==> config.mk <==
export PLATFORM = sky130hd
export DESIGN_NAME = swd_host_packet
export DESIGN_NICKNAME = d
export VERILOG_FILES = /design/src/rtl/swd_host_packet.sv
export SDC_FILE = /design/constraint.sdc
export NUM_CORES = 1
export LEC_CHECK = 0
export CORE_MARGIN = 2
export CORE_UTILIZATION = 56
export CTS_BUF_LIST = sky130_fd_sc_hd__clkbuf_4 sky130_fd_sc_hd__clkbuf_8
export CTS_CLUSTER_DIAMETER = 120
export DETAILED_ROUTE_END_ITERATION = 6
export PLACE_DENSITY = 0.85
export SLEW_MARGIN = 20
export SYNTH_ARGS = -nofsm -noshare
export SYNTH_HDL_FRONTEND = slang
export SYNTH_SLANG_ARGS = --single-unit
==> constraint.sdc <==
create_clock -name clk -period 3.5 [get_ports clk]
set_input_delay 0.7 -clock clk [delete_from_list [all_inputs] [get_ports clk]]
set_output_delay 0.7 -clock clk [all_outputs]
set_load 0.01 [all_outputs]
==> src/rtl/swd_host_packet.sv <==
module swd_host_packet #(
  parameter int HALF_DIV = 125
) (
  input  logic        clk,
  input  logic        rst_n,
  input  logic        start,
  input  logic        ap_sel,
  input  logic        rd_nwr,
  input  logic [1:0]  addr,
  input  logic [31:0] wdata,
  output logic        busy,
  output logic        done,
  output logic [2:0]  ack,
  output logic [31:0] rdata,
  output logic        par_err,
  output logic        proto_err,
  output logic        swclk,
  output logic        swdio_o,
  output logic        swdio_oe,
  input  logic        swdio_i
);
  localparam int CW = (HALF_DIV > 1) ? $clog2(HALF_DIV) : 1;
  localparam logic [CW-1:0] RELOAD = CW'(HALF_DIV - 1);

  typedef enum logic [2:0] {S_IDLE, S_REQ, S_TRN1, S_ACK, S_RDAT, S_TRN2, S_WDAT, S_TAIL} st_t;
  st_t st;

  logic [CW-1:0] cnt;
  logic [5:0]    bitn, tail_last;
  logic          rd_q, rpar;
  logic [7:0]    req_q;
  logic [31:0]   wd_q;

  wire tick      = (cnt == '0);
  wire rise      = busy && tick && !swclk;
  wire fall      = busy && tick && swclk;
  wire ack_ok    = (ack == 3'b001);
  wire ack_valid = (ack == 3'b001) || (ack == 3'b010) || (ack == 3'b100);

  assign busy     = (st != S_IDLE);
  assign swdio_oe = (st == S_IDLE) || (st == S_REQ) || (st == S_WDAT) || (st == S_TAIL);

  always_comb begin
    case (st)
      S_REQ:   swdio_o = req_q[bitn[2:0]];
      S_WDAT:  swdio_o = bitn[5] ? ^wd_q : wd_q[bitn[4:0]];
      default: swdio_o = 1'b0;
    endcase
  end

  always_ff @(posedge clk or negedge rst_n) begin
    if (!rst_n) begin
      st <= S_IDLE; cnt <= RELOAD; bitn <= '0; tail_last <= '0;
      rd_q <= 1'b0; rpar <= 1'b0; req_q <= '0; wd_q <= '0;
      done <= 1'b0; ack <= '0; rdata <= '0; par_err <= 1'b0; proto_err <= 1'b0;
      swclk <= 1'b0;
    end else begin
      done <= 1'b0;
      if (st == S_IDLE) begin
        cnt <= RELOAD;
        if (start) begin
          st <= S_REQ; bitn <= '0; rd_q <= rd_nwr; wd_q <= wdata;
          req_q <= {1'b1, 1'b0, ap_sel ^ rd_nwr ^ addr[0] ^ addr[1], addr[1], addr[0], rd_nwr, ap_sel, 1'b1};
          ack <= '0; rdata <= '0; par_err <= 1'b0; proto_err <= 1'b0;
        end
      end else begin
        cnt <= tick ? RELOAD : cnt - 1'b1;
        if (rise) begin
          swclk <= 1'b1;
          if (st == S_ACK) ack[bitn[1:0]] <= swdio_i;
          if (st == S_RDAT) begin
            if (bitn[5]) rpar <= swdio_i;
            else         rdata[bitn[4:0]] <= swdio_i;
          end
        end
        if (fall) begin
          swclk <= 1'b0;
          bitn  <= bitn + 1'b1;
          case (st)
            S_REQ:  if (bitn == 6'd7) begin st <= S_TRN1; bitn <= '0; end
            S_TRN1: begin st <= S_ACK; bitn <= '0; end
            S_ACK:  if (bitn == 6'd2) begin
                      proto_err <= !ack_valid;
                      st   <= (rd_q && ack_ok) ? S_RDAT : S_TRN2;
                      bitn <= '0;
                    end
            S_RDAT: if (bitn == 6'd32) begin
                      par_err <= (^rdata) ^ rpar;
                      st <= S_TRN2; bitn <= '0;
                    end
            S_TRN2: begin
                      bitn <= '0;
                      if (rd_q && ack_ok)  begin st <= S_IDLE; done <= 1'b1; end
                      else if (rd_q)       begin st <= S_TAIL; tail_last <= 6'd7; end
                      else if (ack_ok)     st <= S_WDAT;
                      else                 begin st <= S_TAIL; tail_last <= 6'd1; end
                    end
            S_WDAT: if (bitn == 6'd32) begin st <= S_TAIL; tail_last <= 6'd1; bitn <= '0; end
            S_TAIL: if (bitn == tail_last) begin st <= S_IDLE; done <= 1'b1; bitn <= '0; end
            default: st <= S_IDLE;
          endcase
        end
      end
    end
  end

  AST_CLK_LOW_IDLE: assert property (@(posedge clk) disable iff (!rst_n) !busy |-> !swclk);
  AST_HOLD_WHILE_HIGH: assert property (@(posedge clk) disable iff (!rst_n)
    (swclk && $past(swclk)) |-> ($stable(swdio_o) && $stable(swdio_oe)));
  AST_START_BIT: assert property (@(posedge clk) disable iff (!rst_n)
    $rose(busy) |-> (swdio_oe && swdio_o));
  AST_DONE_PULSE: assert property (@(posedge clk) disable iff (!rst_n) done |=> !done);
  AST_DONE_IDLE: assert property (@(posedge clk) disable iff (!rst_n) done |-> !busy);
  AST_PERR_READ_OK: assert property (@(posedge clk) disable iff (!rst_n)
    (done && par_err) |-> (rd_q && ack == 3'b001));
  AST_PROTO_NOT_OK: assert property (@(posedge clk) disable iff (!rst_n)
    (done && proto_err) |-> (ack != 3'b001));
endmodule

# Yosys cells after proc, flatten, opt, wreduce, memory -nomap -nowiden
# Cells that the tools add are included.
[classes]
addsub = 2
n_reduce_logical = 38
n_eq_ne = 24
bitwise = 5
n_lt_le_gt_ge = 5
n_mux = 65
[op_table]
columns = ["cell", "n"]
rows = [
  ["32-bit 2-to-1 mux", 5],
  ["6-bit 2-to-1 mux", 11],
  ["32-bit XOR reduction", 2],
  ["3-bit 2-to-1 mux", 13],
  ["32-bit bitwise mux", 1],
  ["6-bit case mux with 5 select lines", 1],
  ["1-bit 2-to-1 mux", 23],
  ["3-bit case mux with 7 select lines", 1],
  ["4-bit AND reduction", 4],
  ["2-bit nonzero test", 8],
  ["3-bit equality test, second input constant", 5],
  ["3-bit by 2-bit inequality test with 1-bit output, second input constant", 5],
  ["7-bit 2-to-1 mux", 2],
  ["6-bit case mux with 2 select lines", 1],
  ["3-bit by 2-bit equality test with 1-bit output, second input constant", 3],
  ["7-bit logical NOT", 1],
  ["7-bit AND reduction", 1],
  ["7-bit by 1-bit subtractor with 7-bit output, second input constant", 1],
  ["6-bit by 1-bit adder with 6-bit output, second input constant", 1],
  ["3-bit by 1-bit equality test with 1-bit output, second input constant", 2],
  ["6-bit by 2-bit equality test with 1-bit output, second input constant", 1],
  ["6-bit by 3-bit equality test with 1-bit output, second input constant", 1],
  ["6-bit equality test", 1],
  ["6-bit equality test, second input constant", 1],
  ["other kinds (25)", 44],
]
[word_totals]
regBits = 102
elab_cells = 153

# Logic depth before layout (Yosys ltp)
# Gate-level depths: netlist of the first run.
[depth]
depth_word = 9
ltp_mapped = 11

# Least setup slack after synthesis of the first run
# OpenSTA, ideal clock, no wires.
[synth_path]
kind = "register to output"
startpoint = "register bitn[0]"
endpoint = "output port swdio_o"
path_stages_with_launch = 9
required_ns = 2.800
slack_ns = 0.735
arrival_time_ns = 2.065
cell_sequence = "dfrtp_1 > buf_2 > buf_2 > mux4_2 > a211oi_1 > a31oi_1 > a211oi_1 > a211o_1 > o21ai_0"
[synth_between]
elab_chain_cells = 4
[synth_rtl]
columns = ["item", "line", "text"]
rows = [
  ["start: declaration", "29", "logic [5:0] bitn, tail_last;"],
  ["start signal: assignment", "78", "bitn <= bitn + 1'b1;"],
  ["1-bit binary-select mux with 5-bit select", "46", "S_WDAT: swdio_o = bitn[5] ? ^wd_q : wd_q[bitn[4:0]];"],
  ["1-bit 2-to-1 mux (implied by the code)", "46", ""],
  ["1-bit 2-to-1 mux", "46", ""],
  ["1-bit case mux with 2 select lines (*)", "44", "case (st)"],
  ["end: declaration", "18", "output logic swdio_o,"],
]
# Every way passes the cells marked *; elsewhere a longest branch is shown, timed or not. The select of a mux whose other input is x is not followed.

# Final worst setup path of the first run
# Ends and elaborated chain as after synthesis.

==> metrics, run 1 <==
status completed; cell with the most instances after synthesis dfrtp_1; fraction of registers with async set/reset 100%; Distinct cells, synth 60; total gr overflow 0; Cell Pwr Density ~730 nW/µm²; fmax 303 MHz; DR pass1 iterations 5; Die H 102 µm; io pins 82; number of global-route vias before repair 4,295; #FFs+latches synth 96; XOR/XNOR share of the synthesized area 12.0%; worst-margin pin slew about 0.75 ns; NetSw between 1500 and 2000 µW; Post-synth EDFFs 0; Critical Path Source Type register; hpwl dp 8890 µm; top cell type's share of synthesized area 42.0%; period utilisation layout 94.4%; Final min period 3.31 ns; largest family of logic cells by synthesized area simple AND/OR/NAND/NOR gates; CP Cell Sequence mux4_2 > and2_1 > a211oi_1 > a311oi_1 > a211oi_1 > a211o_1 > o21ai_0 > dlygate4sd2_1; Compound-Gate Fraction of Synth Area 12.6%; critical path class register to output pin; worst hold path class input port to asynchronous set/reset pin; Max IR drop VDD 639 µV; Adder-Cell Fraction of Synth Area between 1 and 1.5%; CTS Sinks 96; gp weighted congestion 0.848; H-Tree Depth 3; internal power 2990 µW; total negative slack 0 ns; dpl cells 693; Clk network pwr share 15.2%; first-pass GRT wire length 20,600 µm; FF-to-FF path depth 10; logic gate share of total power 49.0%; TritonCTS Buffers 9; Post-synth top cells dfrtp_1, xnor2_1, nand2_1, mux2_2, o21ai_0; worst path required time 2.80 ns; IO buf count ~80; via/cell ratio 5.97; Area contributors post-synth dfrtp_1, xnor2_1, mux2_2; Final Hold Fails 0; multiplexer area fraction after synthesis 12.0%; Area growth syn-to-layout 20.4%; Sequential Area 2410 µm²; TritonCTS clock tree yes; RSZ-0062 raised after global routing no; syn_nets 552; Initial Utilization a little under 60%; Worst-path clk slew 0.10 ns; setup slack after layout 0.194 ns; most used cell, CP a211oi_1; root buf cell clkbuf_8; Area after DPL between 6000 and 7000 µm²; setup violators final 0; predominant post-synthesis flop cell dfrtp_1; Cells after Synth a little over 500; area of the mapped netlist about 5400 µm²; largest net degree at the start of global routing between 50 and 60; CP max-delay cell mux4_2; drt initial violations 338; clock tree buffer depth 2; non-filler cells, final 710; Nets approximately 620; Final Max Slew Viols 0; sequential element share of the synthesized area 44.4%; CP Capture Type output pin; Lkg Pwr 0.00258 µW; Flop pwr share 35.8%; area of the multi-input gates roughly 2800 µm²; WL per Instance 17.3 µm; GRT Total Usage between 20% and 30%; Post-Synth Simple-Gate Area a little over an eighth; cell taking the most area after synthesis dfrtp_1; Clock Latency Late Sink 0.37 ns; Pwr Total approximately 4800 µW; core box area 9330 µm²; Sw Share 37.2%; Place WS about 0.28 ns; worst rel slew slack between 40 and 50%; Vias around 4,200; ANT nets after route 0; share of layout cells above drive strength 1 16.2%; Routed WL roughly 12,000 µm; die area 10,500 µm²; Reg2Reg Launch Point bitn[1]; drt drc 0; slowest stage delay, CP roughly 0.5 ns; initial antenna violation count 0; fill count 695; CP max FO 6; Avg Inst Size Synth 10.7 µm²; yosys warns 0; CTS Hold Buffers Added 0; Diodes inserted 0; DIE WIDTH 102 µm; Layout Skew 0.00857 ns; flop-to-flop setup slack 0.84 ns; Final Cell Area 6530 µm²; Max Cap Viol 0; crit path DAT between 2 and 3 ns; worst reg2reg path endpoint st[1]; Core Rows 35
critical path, delay by kind of cell (launching register included):
family | cells | cell delay [ns]
AO/OA/AOI/OAI | 5 | 0.81
buffers and inverters | 1 | 0.32
flip-flops | 1 | 0.44
multiplexers | 1 | 0.50
AND/OR/NAND/NOR | 1 | 0.17
kinds of logic after synthesis:
group                    count (synthesis)
adder cells (fa/ha/maj)                  6
XOR/XNOR                                74
AO/OA/AOI/OAI                           97
buffers and inverters                   46
flip-flops                              96
AND/OR/NAND/NOR                        138
multiplexers                            49
placed cells by master, fill, tap and decap left out, drive strengths merged, types with 2 or more instances in the layout:
cell	synthesis	routed
o21ai	35	35
nand2	39	39
and3b	2	2
inv	10	10
o31ai	3	3
dfrtp	91	91
mux2i	2	2
a22o	3	3
o2111ai	2	2
nand2b	3	3
nor3b	4	4
or2	2	2
nor3	10	10
dfstp	5	5
xnor2	64	64
ha	6	6
buf	22	15
clkbuf	14	13
mux4	9	9
and3	5	5
a21o	2	2
nor2b	4	4
nand3	29	29
xor2	10	10
a21oi	11	11
clkdlybuf4s50	0	79
mux2	38	38
or3b	2	2
and2	12	12
clkinv	0	2
a211oi	4	4
a31oi	4	4
nand3b	2	2
nor4	2	2
nor2	16	16
a32o	21	21
o22ai	2	2
power by group through the flow:
stage,clock network [µW],registers (µW),logic [µW]
2_1_floorplan,0,1610,1880
3_3_place_gp,0,1700,2230
3_5_place_dp,0,1730,2330
4_1_cts,730,1700,2350
5_1_grt,777,1750,2510
6_report,722,1710,2330
stage by stage:
stage               utilization (%)  hold slack, ns
floorplan                         -           0.404
global placement               67.8           0.472
detailed placement             67.8           0.482
CTS                            70.0           0.396
global route                   70.0           0.432
finish                         70.0           0.366
timing repair:
item                                   in CTS  in global routing
setup endpoints to repair                   1                  0
buffers inserted                            1                  0
resized for setup                           2                  0
endpoints found under the hold margin       0                  0
sequential cells by signal, indices dropped and copies added (netlist names):
name / flops
done: 1
par_err: 1
req_q: 6
bitn: 6
wd_q: 32
proto_err: 1
rpar: 1
tail_last: 2
swclk: 1
st: 3
cnt: 7
rdata: 32
ack: 3
per-layer routing:
metal,up-vias,global-route usage (%),wire (µm)
met1,2099,32.7,5110
met5,-,0,0
met2,173,43.4,6210
met4,0,8.82,228
met3,18,3.42,715
li1,1949,-,-
worst max-delay path by stage:
stage          cells after the start      end  startpoint
2_1_floorplan                      8  swdio_o     bitn[0]
4_1_cts                            8  swdio_o     bitn[0]
5_1_grt                            8  swdio_o     bitn[0]
3_3_place_gp                       8  swdio_o     bitn[0]
6_report                           8  swdio_o     bitn[0]
3_5_place_dp                       8  swdio_o     bitn[0]
area by class of cell:
cell class	instances	area share, %
multi-input cells	364	42.9
flip-flops and latches	96	36.9
repair buffers	95	14.2
clock buffers	13	2.64
well taps	129	2.47
inverters	10	0.575
clock inverters	3	0.383
No activity file was read; power rests on OpenSTA's default activity.
==> inputs of run 2 (changes only) <==
CAP_MARGIN = 25   (was not set)
==> results of run 2 <==
Same layout as run 1: the final DEF is identical, and so are final timing and power.
